$ cat config.mk
export PLATFORM = sky130hd
export DESIGN_NAME = preempt_task_mgr
export DESIGN_NICKNAME = d
export VERILOG_FILES = /design/src/rtl/ptm_pkg.sv /design/src/rtl/ptm_prio_pick.sv /design/src/rtl/ptm_guard_fsm.sv /design/src/rtl/ptm_path_fsm.sv /design/src/rtl/preempt_task_mgr.sv
export SDC_FILE = /design/constraint.sdc
export NUM_CORES = 1
export LEC_CHECK = 0
export ABC_CLOCK_PERIOD_IN_PS = 2000
export BUFFER_PORTS_ARGS = -buffer_cell sky130_fd_sc_hd__buf_2
export CORE_MARGIN = 4
export CORE_UTILIZATION = 25
export CTS_CLUSTER_SIZE = 24
export DETAILED_ROUTE_END_ITERATION = 12
export GPL_TIMING_DRIVEN = 0
export HOLD_SLACK_MARGIN = 0.12
export SKIP_LAST_GASP = 1
export SYNTH_ARGS = -nofsm -noshare
export SYNTH_HDL_FRONTEND = slang
export SYNTH_SLANG_ARGS = --single-unit
$ cat constraint.sdc
create_clock -name clk -period 2 [get_ports clk]
set_clock_uncertainty 0.15 [all_clocks]
set_input_delay 0 -clock clk [delete_from_list [all_inputs] [get_ports clk]]
set_output_delay 0 -clock clk [all_outputs]
set_load 0.03 [all_outputs]
$ cat src/rtl/ptm_pkg.sv
package ptm_pkg;
  typedef enum logic [1:0] {
    PS_IDLE   = 2'd0,
    PS_RUN    = 2'd1,
    PS_FROZEN = 2'd2
  } path_state_t;

  typedef enum logic {
    GS_IDLE   = 1'b0,
    GS_ACTIVE = 1'b1
  } guard_state_t;
endpackage

$ cat src/rtl/ptm_prio_pick.sv
module ptm_prio_pick #(
  parameter int W  = 4,
  parameter int IW = (W > 1) ? $clog2(W) : 1
) (
  input  logic [W-1:0]  req,
  output logic          any,
  output logic [IW-1:0] idx
);
  always_comb begin
    any = 1'b0;
    idx = '0;
    for (int i = W - 1; i >= 0; i--) begin
      if (req[i]) begin
        any = 1'b1;
        idx = IW'(i);
      end
    end
  end
endmodule

$ cat src/rtl/ptm_guard_fsm.sv
module ptm_guard_fsm
  import ptm_pkg::*;
#(
  parameter int NUM_GUARDS = 3
) (
  input  logic                  clk,
  input  logic                  rst_n,
  input  logic [NUM_GUARDS-1:0] trig,
  input  logic [NUM_GUARDS-1:0] done,
  input  logic                  reset_req,
  output logic                  busy,
  output logic                  start,
  output logic                  finish,
  output logic                  abort,
  output logic [NUM_GUARDS-1:0] run
);
  localparam int GIW = (NUM_GUARDS > 1) ? $clog2(NUM_GUARDS) : 1;

  guard_state_t st_q, st_d;
  logic [GIW-1:0] idx_q;
  logic [GIW-1:0] pick_idx;
  logic           pick_any;
  logic           idx_en;

  ptm_prio_pick #(.W(NUM_GUARDS), .IW(GIW)) u_pick (
    .req (trig),
    .any (pick_any),
    .idx (pick_idx)
  );

  assign busy   = (st_q == GS_ACTIVE);
  assign start  = !busy && pick_any;
  assign finish = busy && done[idx_q];
  assign abort  = finish && reset_req;
  assign idx_en = start;

  always_comb begin
    st_d = st_q;
    if (start)       st_d = GS_ACTIVE;
    else if (finish) st_d = GS_IDLE;
  end

  always_ff @(posedge clk or negedge rst_n) begin
    if (!rst_n) begin
      st_q  <= GS_IDLE;
      idx_q <= '0;
    end else begin
      st_q <= st_d;
      if (idx_en) idx_q <= pick_idx;
    end
  end

  for (genvar g = 0; g < NUM_GUARDS; g++) begin : g_run
    assign run[g] = busy && (idx_q == GIW'(g));
  end
endmodule

$ cat src/rtl/ptm_path_fsm.sv
module ptm_path_fsm
  import ptm_pkg::*;
#(
  parameter int NUM_PATHS = 4
) (
  input  logic                 clk,
  input  logic                 rst_n,
  input  logic [NUM_PATHS-1:0] trig,
  input  logic [NUM_PATHS-1:0] done,
  input  logic                 guard_busy,
  input  logic                 guard_start,
  input  logic                 guard_finish,
  input  logic                 guard_abort,
  output logic [NUM_PATHS-1:0] run,
  output logic [NUM_PATHS-1:0] frozen
);
  localparam int PIW = (NUM_PATHS > 1) ? $clog2(NUM_PATHS) : 1;

  path_state_t    st_q, st_d;
  logic [PIW-1:0] idx_q;
  logic [PIW-1:0] pick_idx;
  logic           pick_any;
  logic           idx_en;

  ptm_prio_pick #(.W(NUM_PATHS), .IW(PIW)) u_pick (
    .req (trig),
    .any (pick_any),
    .idx (pick_idx)
  );

  always_comb begin
    st_d   = st_q;
    idx_en = 1'b0;
    unique case (st_q)
      PS_IDLE: begin
        if (!guard_busy && !guard_start && pick_any) begin
          st_d   = PS_RUN;
          idx_en = 1'b1;
        end
      end
      PS_RUN: begin
        if (done[idx_q])      st_d = PS_IDLE;
        else if (guard_start) st_d = PS_FROZEN;
      end
      PS_FROZEN: begin
        if (guard_finish) st_d = guard_abort ? PS_IDLE : PS_RUN;
      end
      default: st_d = PS_IDLE;
    endcase
  end

  always_ff @(posedge clk or negedge rst_n) begin
    if (!rst_n) begin
      st_q  <= PS_IDLE;
      idx_q <= '0;
    end else begin
      st_q <= st_d;
      if (idx_en) idx_q <= pick_idx;
    end
  end

  for (genvar p = 0; p < NUM_PATHS; p++) begin : g_out
    assign run[p]    = (st_q == PS_RUN)    && (idx_q == PIW'(p));
    assign frozen[p] = (st_q == PS_FROZEN) && (idx_q == PIW'(p));
  end
endmodule

$ cat src/rtl/preempt_task_mgr.sv
module preempt_task_mgr #(
  parameter int NUM_PATHS  = 4,
  parameter int NUM_GUARDS = 3
) (
  input  logic                  clk,
  input  logic                  rst_n,
  input  logic [NUM_PATHS-1:0]  path_trig,
  input  logic [NUM_PATHS-1:0]  path_done,
  input  logic [NUM_GUARDS-1:0] guard_trig,
  input  logic [NUM_GUARDS-1:0] guard_done,
  input  logic                  guard_reset_req,
  output logic [NUM_PATHS-1:0]  path_run,
  output logic [NUM_PATHS-1:0]  path_frozen,
  output logic [NUM_GUARDS-1:0] guard_run
);
  logic g_busy, g_start, g_finish, g_abort;

  ptm_guard_fsm #(.NUM_GUARDS(NUM_GUARDS)) u_guard (
    .clk       (clk),
    .rst_n     (rst_n),
    .trig      (guard_trig),
    .done      (guard_done),
    .reset_req (guard_reset_req),
    .busy      (g_busy),
    .start     (g_start),
    .finish    (g_finish),
    .abort     (g_abort),
    .run       (guard_run)
  );

  ptm_path_fsm #(.NUM_PATHS(NUM_PATHS)) u_path (
    .clk          (clk),
    .rst_n        (rst_n),
    .trig         (path_trig),
    .done         (path_done),
    .guard_busy   (g_busy),
    .guard_start  (g_start),
    .guard_finish (g_finish),
    .guard_abort  (g_abort),
    .run          (path_run),
    .frozen       (path_frozen)
  );
endmodule

==> metrics.yaml <==
pwr:
  clockPowerShare: 0.152
  irDropWorstVdd_mv: 0.4207
  p_seq_frac: 0.302
  swShare: 0.4285
  internal_power_mw: 0.4959
  power.switching_mw: 0.3719
  cellLeakagePower_nw: 0.4178
  power_density_nw_per_um2: 1021
  pwr-share-comb: 0.546
global_routing:
  grt_pass1_vias: 547
  antenna_found_initial: 0
  grt_first_pass_wirelength_um: 2297
  grt-ovfl-total: 0
  grt_use_total: 0.1112
  grt_max_degree: 11
cts:
  cts_buffers: 3
  tritoncts: "built"
  root_buffer: "clkbuf_4"
  clkTransAtPathRegs_ps: 50
  clkSinkCount: 7
  clockBufferDepth: 2
  h-tree-depth: 1
  clk_latency_ps: 250
layout:
  design_area_sq_um: 849.6
  nNetsFinal: 120
  final_cells: 127
  area_growth_pct: 71.46
  drive_gt1_frac: 0.3627
  diodes: 0
sta:
  max_slew.worst_pin.slew_ps: 333.9
  fin_tns_setup_ps: 0
  fin_ws_ps: 75.65
  drv_slew: 0
  hold_slack_ps: 137.7
  max_freq_mhz: 519.7
  post-route-min-period_ps: 1924
  timing.final.crit_share: 0.9622
  hold_viol_final: 0
  slew_headroom: 0.7751
  setup_viol: 0
detailed_routing:
  drc: 0
  drt_iter0_markers: 7
  vias_per_cell: 4.409
  wl_per_cell_um: 11.18
  wirelength_um: 1420
  num_vias: 560
  antenna_left: 0
  first_pass_iters: 4
critical_path:
  crit_required_ps: 1980
  slowest_stage: "dlygate4sd3_1"
  cp-start-kind: "flop"
  cp_max_fo: 4
  regToRegSetupSlack_ps: 80
  critPathKind: "reg -> reg"
  crit_path_end_kind: "flop"
  reg2reg_depth: 4
  worstPathArrival_ps: 1900
  cp_cell_sequence: "nor4b_4, o41ai_1, dlygate4sd3_1, o311ai_1"
  slowest_delay_ps: 600
  crit_family: "buffers and inverters"
  regToRegEndpoint: "u_path.st_q[0]$_DFFE_PN0P_"
  cp_num_buf_inv: 1
  r2r_start: "u_path.st_q[1]$_DFFE_PN0P_"
synthesis:
  syn_area_sq_um: 495.5
  yosysTopAreaCell: "dfrtp_1"
  synthDistinctLibCells: 25
  syn_inst: 55
  synth_seq_cells: 7
  synth_fp_nets: 72
  yosysSeqAreaShare: 0.3535
  synth_top_area_share: 0.3535
  yosys_warnings: 0
  netlist_top_cells_area: "dfrtp_1 (35%), nor2_1 (9.1%), nor4b_4 (4.8%)"
  avgSynthCellArea_sq_um: 9.009
hold_path:
  hp-start: "path_done[0]"
  min_path_type: "in -> reg"
  hold_depth: 4
  min_delay_worst_endpoint: "u_path.st_q[1]$_DFFE_PN0P_"
placement:
  dpl.cell_count: 107
  portBuffers: 27
  place_ws_ps: 444.8
  placedInstanceArea_sq_um: 661.9
  dp_hpwl_um: 976.3
  gp_congestion: 0.7454
floorplan:
  die_x_um: 52.52
  io_pins: 28
  fp.dieH_um: 52.52
  coreArea_sq_um: 1802
  initial_core_util: 0.2750
  die_area_sq_um: 2758
  rows: 15
flow_run:
  maxCapViolations: 0
status:
  status: "completed"
==> logic make-up after synthesis <==
family	after synthesis	share of synthesized area
AND/OR/NAND/NOR	29	0.3435
buffers and inverters	3	0.04039
AO/OA/AOI/OAI	13	0.1768
flip-flops	7	0.3535
multiplexers	3	0.08586
==> worst max-delay path by stage <==
stage | start | to | cells past startpoint
finish | u_path.st_q[1]$_DFFE_PN0P_ | u_path.st_q[0]$_DFFE_PN0P_ | 4
floorplan | u_guard.busy$_DFFE_PN0P_ | guard_run[0] | 2
CTS | u_path.st_q[0]$_DFFE_PN0P_ | u_path.idx_q[0]$_DFFE_PN0P_ | 4
detailed placement | u_path.idx_q[0]$_DFFE_PN0P_ | u_path.st_q[0]$_DFFE_PN0P_ | 5
global placement | u_path.idx_q[0]$_DFFE_PN0P_ | u_path.st_q[0]$_DFFE_PN0P_ | 5
global route | u_path.st_q[1]$_DFFE_PN0P_ | u_path.st_q[0]$_DFFE_PN0P_ | 4
==> cell usage in the layout, fill, tap and decap left out, types with 2 or more instances in the layout <==
cell type / count
clkbuf_4: 3
o21ai_0: 4
nor3_1: 2
dlygate4sd3_1: 15
buf_2: 28
nand2_1: 5
nand2b_1: 3
mux2i_1: 2
dfrtp_1: 7
nor2_1: 12
a21oi_1: 2
==> synthesized netlist by cell type, drive strengths merged <==
library cell,instances
a21o,1
a21oi,3
and3b,1
buf,2
dfrtp,7
inv,1
mux2i,2
mux4,1
nand2,5
nand2b,3
nand3b,1
nor2,12
nor2b,1
nor3,3
nor3b,1
nor4b,1
o21a,1
o21ai,4
o221a,1
o22a,1
o311ai,1
o41ai,1
or2b,1
==> layer usage <==
metal,up-vias,track usage,share of wire
met4,0,0.01277,0.0049
li1,292,-,-
met3,2,0.04274,0.047
met2,15,0.1736,0.47
met5,-,0,0
met1,251,0.1488,0.47
==> worst register-to-register path: cells and delay by family (launching register included) <==
family	cells	cell delay, ps
buffers and inverters	1	600
flip-flops	1	410
AND/OR/NAND/NOR	1	400
AO/OA/AOI/OAI	2	250
==> stage by stage <==
stage / util / total power [mW]
floorplan: - / 0.5458
global placement: 0.3674 / 0.6499
detailed placement: 0.3674 / 0.6524
CTS: 0.4653 / 0.8662
global route: 0.4715 / 0.9401
finish: 0.4715 / 0.8678
==> power groups by stage <==
stage          logic, mW  registers [mW]  clock network, mW
3_3_place_gp       0.387           0.263                  0
4_1_cts            0.471           0.262              0.134
3_5_place_dp       0.389           0.264                  0
2_1_floorplan      0.296           0.250                  0
6_report           0.474           0.262              0.132
5_1_grt            0.519           0.274              0.147
==> registers in the layout, summed over array words and instances (netlist names) <==
| name | cells |
|---|---|
| u_guard.idx_q | 2 |
| u_path.idx_q | 2 |
| u_path.st_q | 2 |
| u_guard.busy | 1 |
==> cell type report <==
type,count,area [sq um]
plain buffers,2,16.27
clock buffers,4,26.28
fillers,181,952.2
inverters,1,3.754
multi-input cells,45,304.0
flip-flops and latches,7,175.2
well taps,25,31.28
repair buffers,43,292.8
==> repair_timing <==
item	CTS	global route
hold endpoints to repair	14	1
endpoints found under the setup margin	0	3
buffers inserted	0	1
gates resized for setup	0	1
hold buffers	15	1
Note: power is estimated with default switching activity, not from simulation.
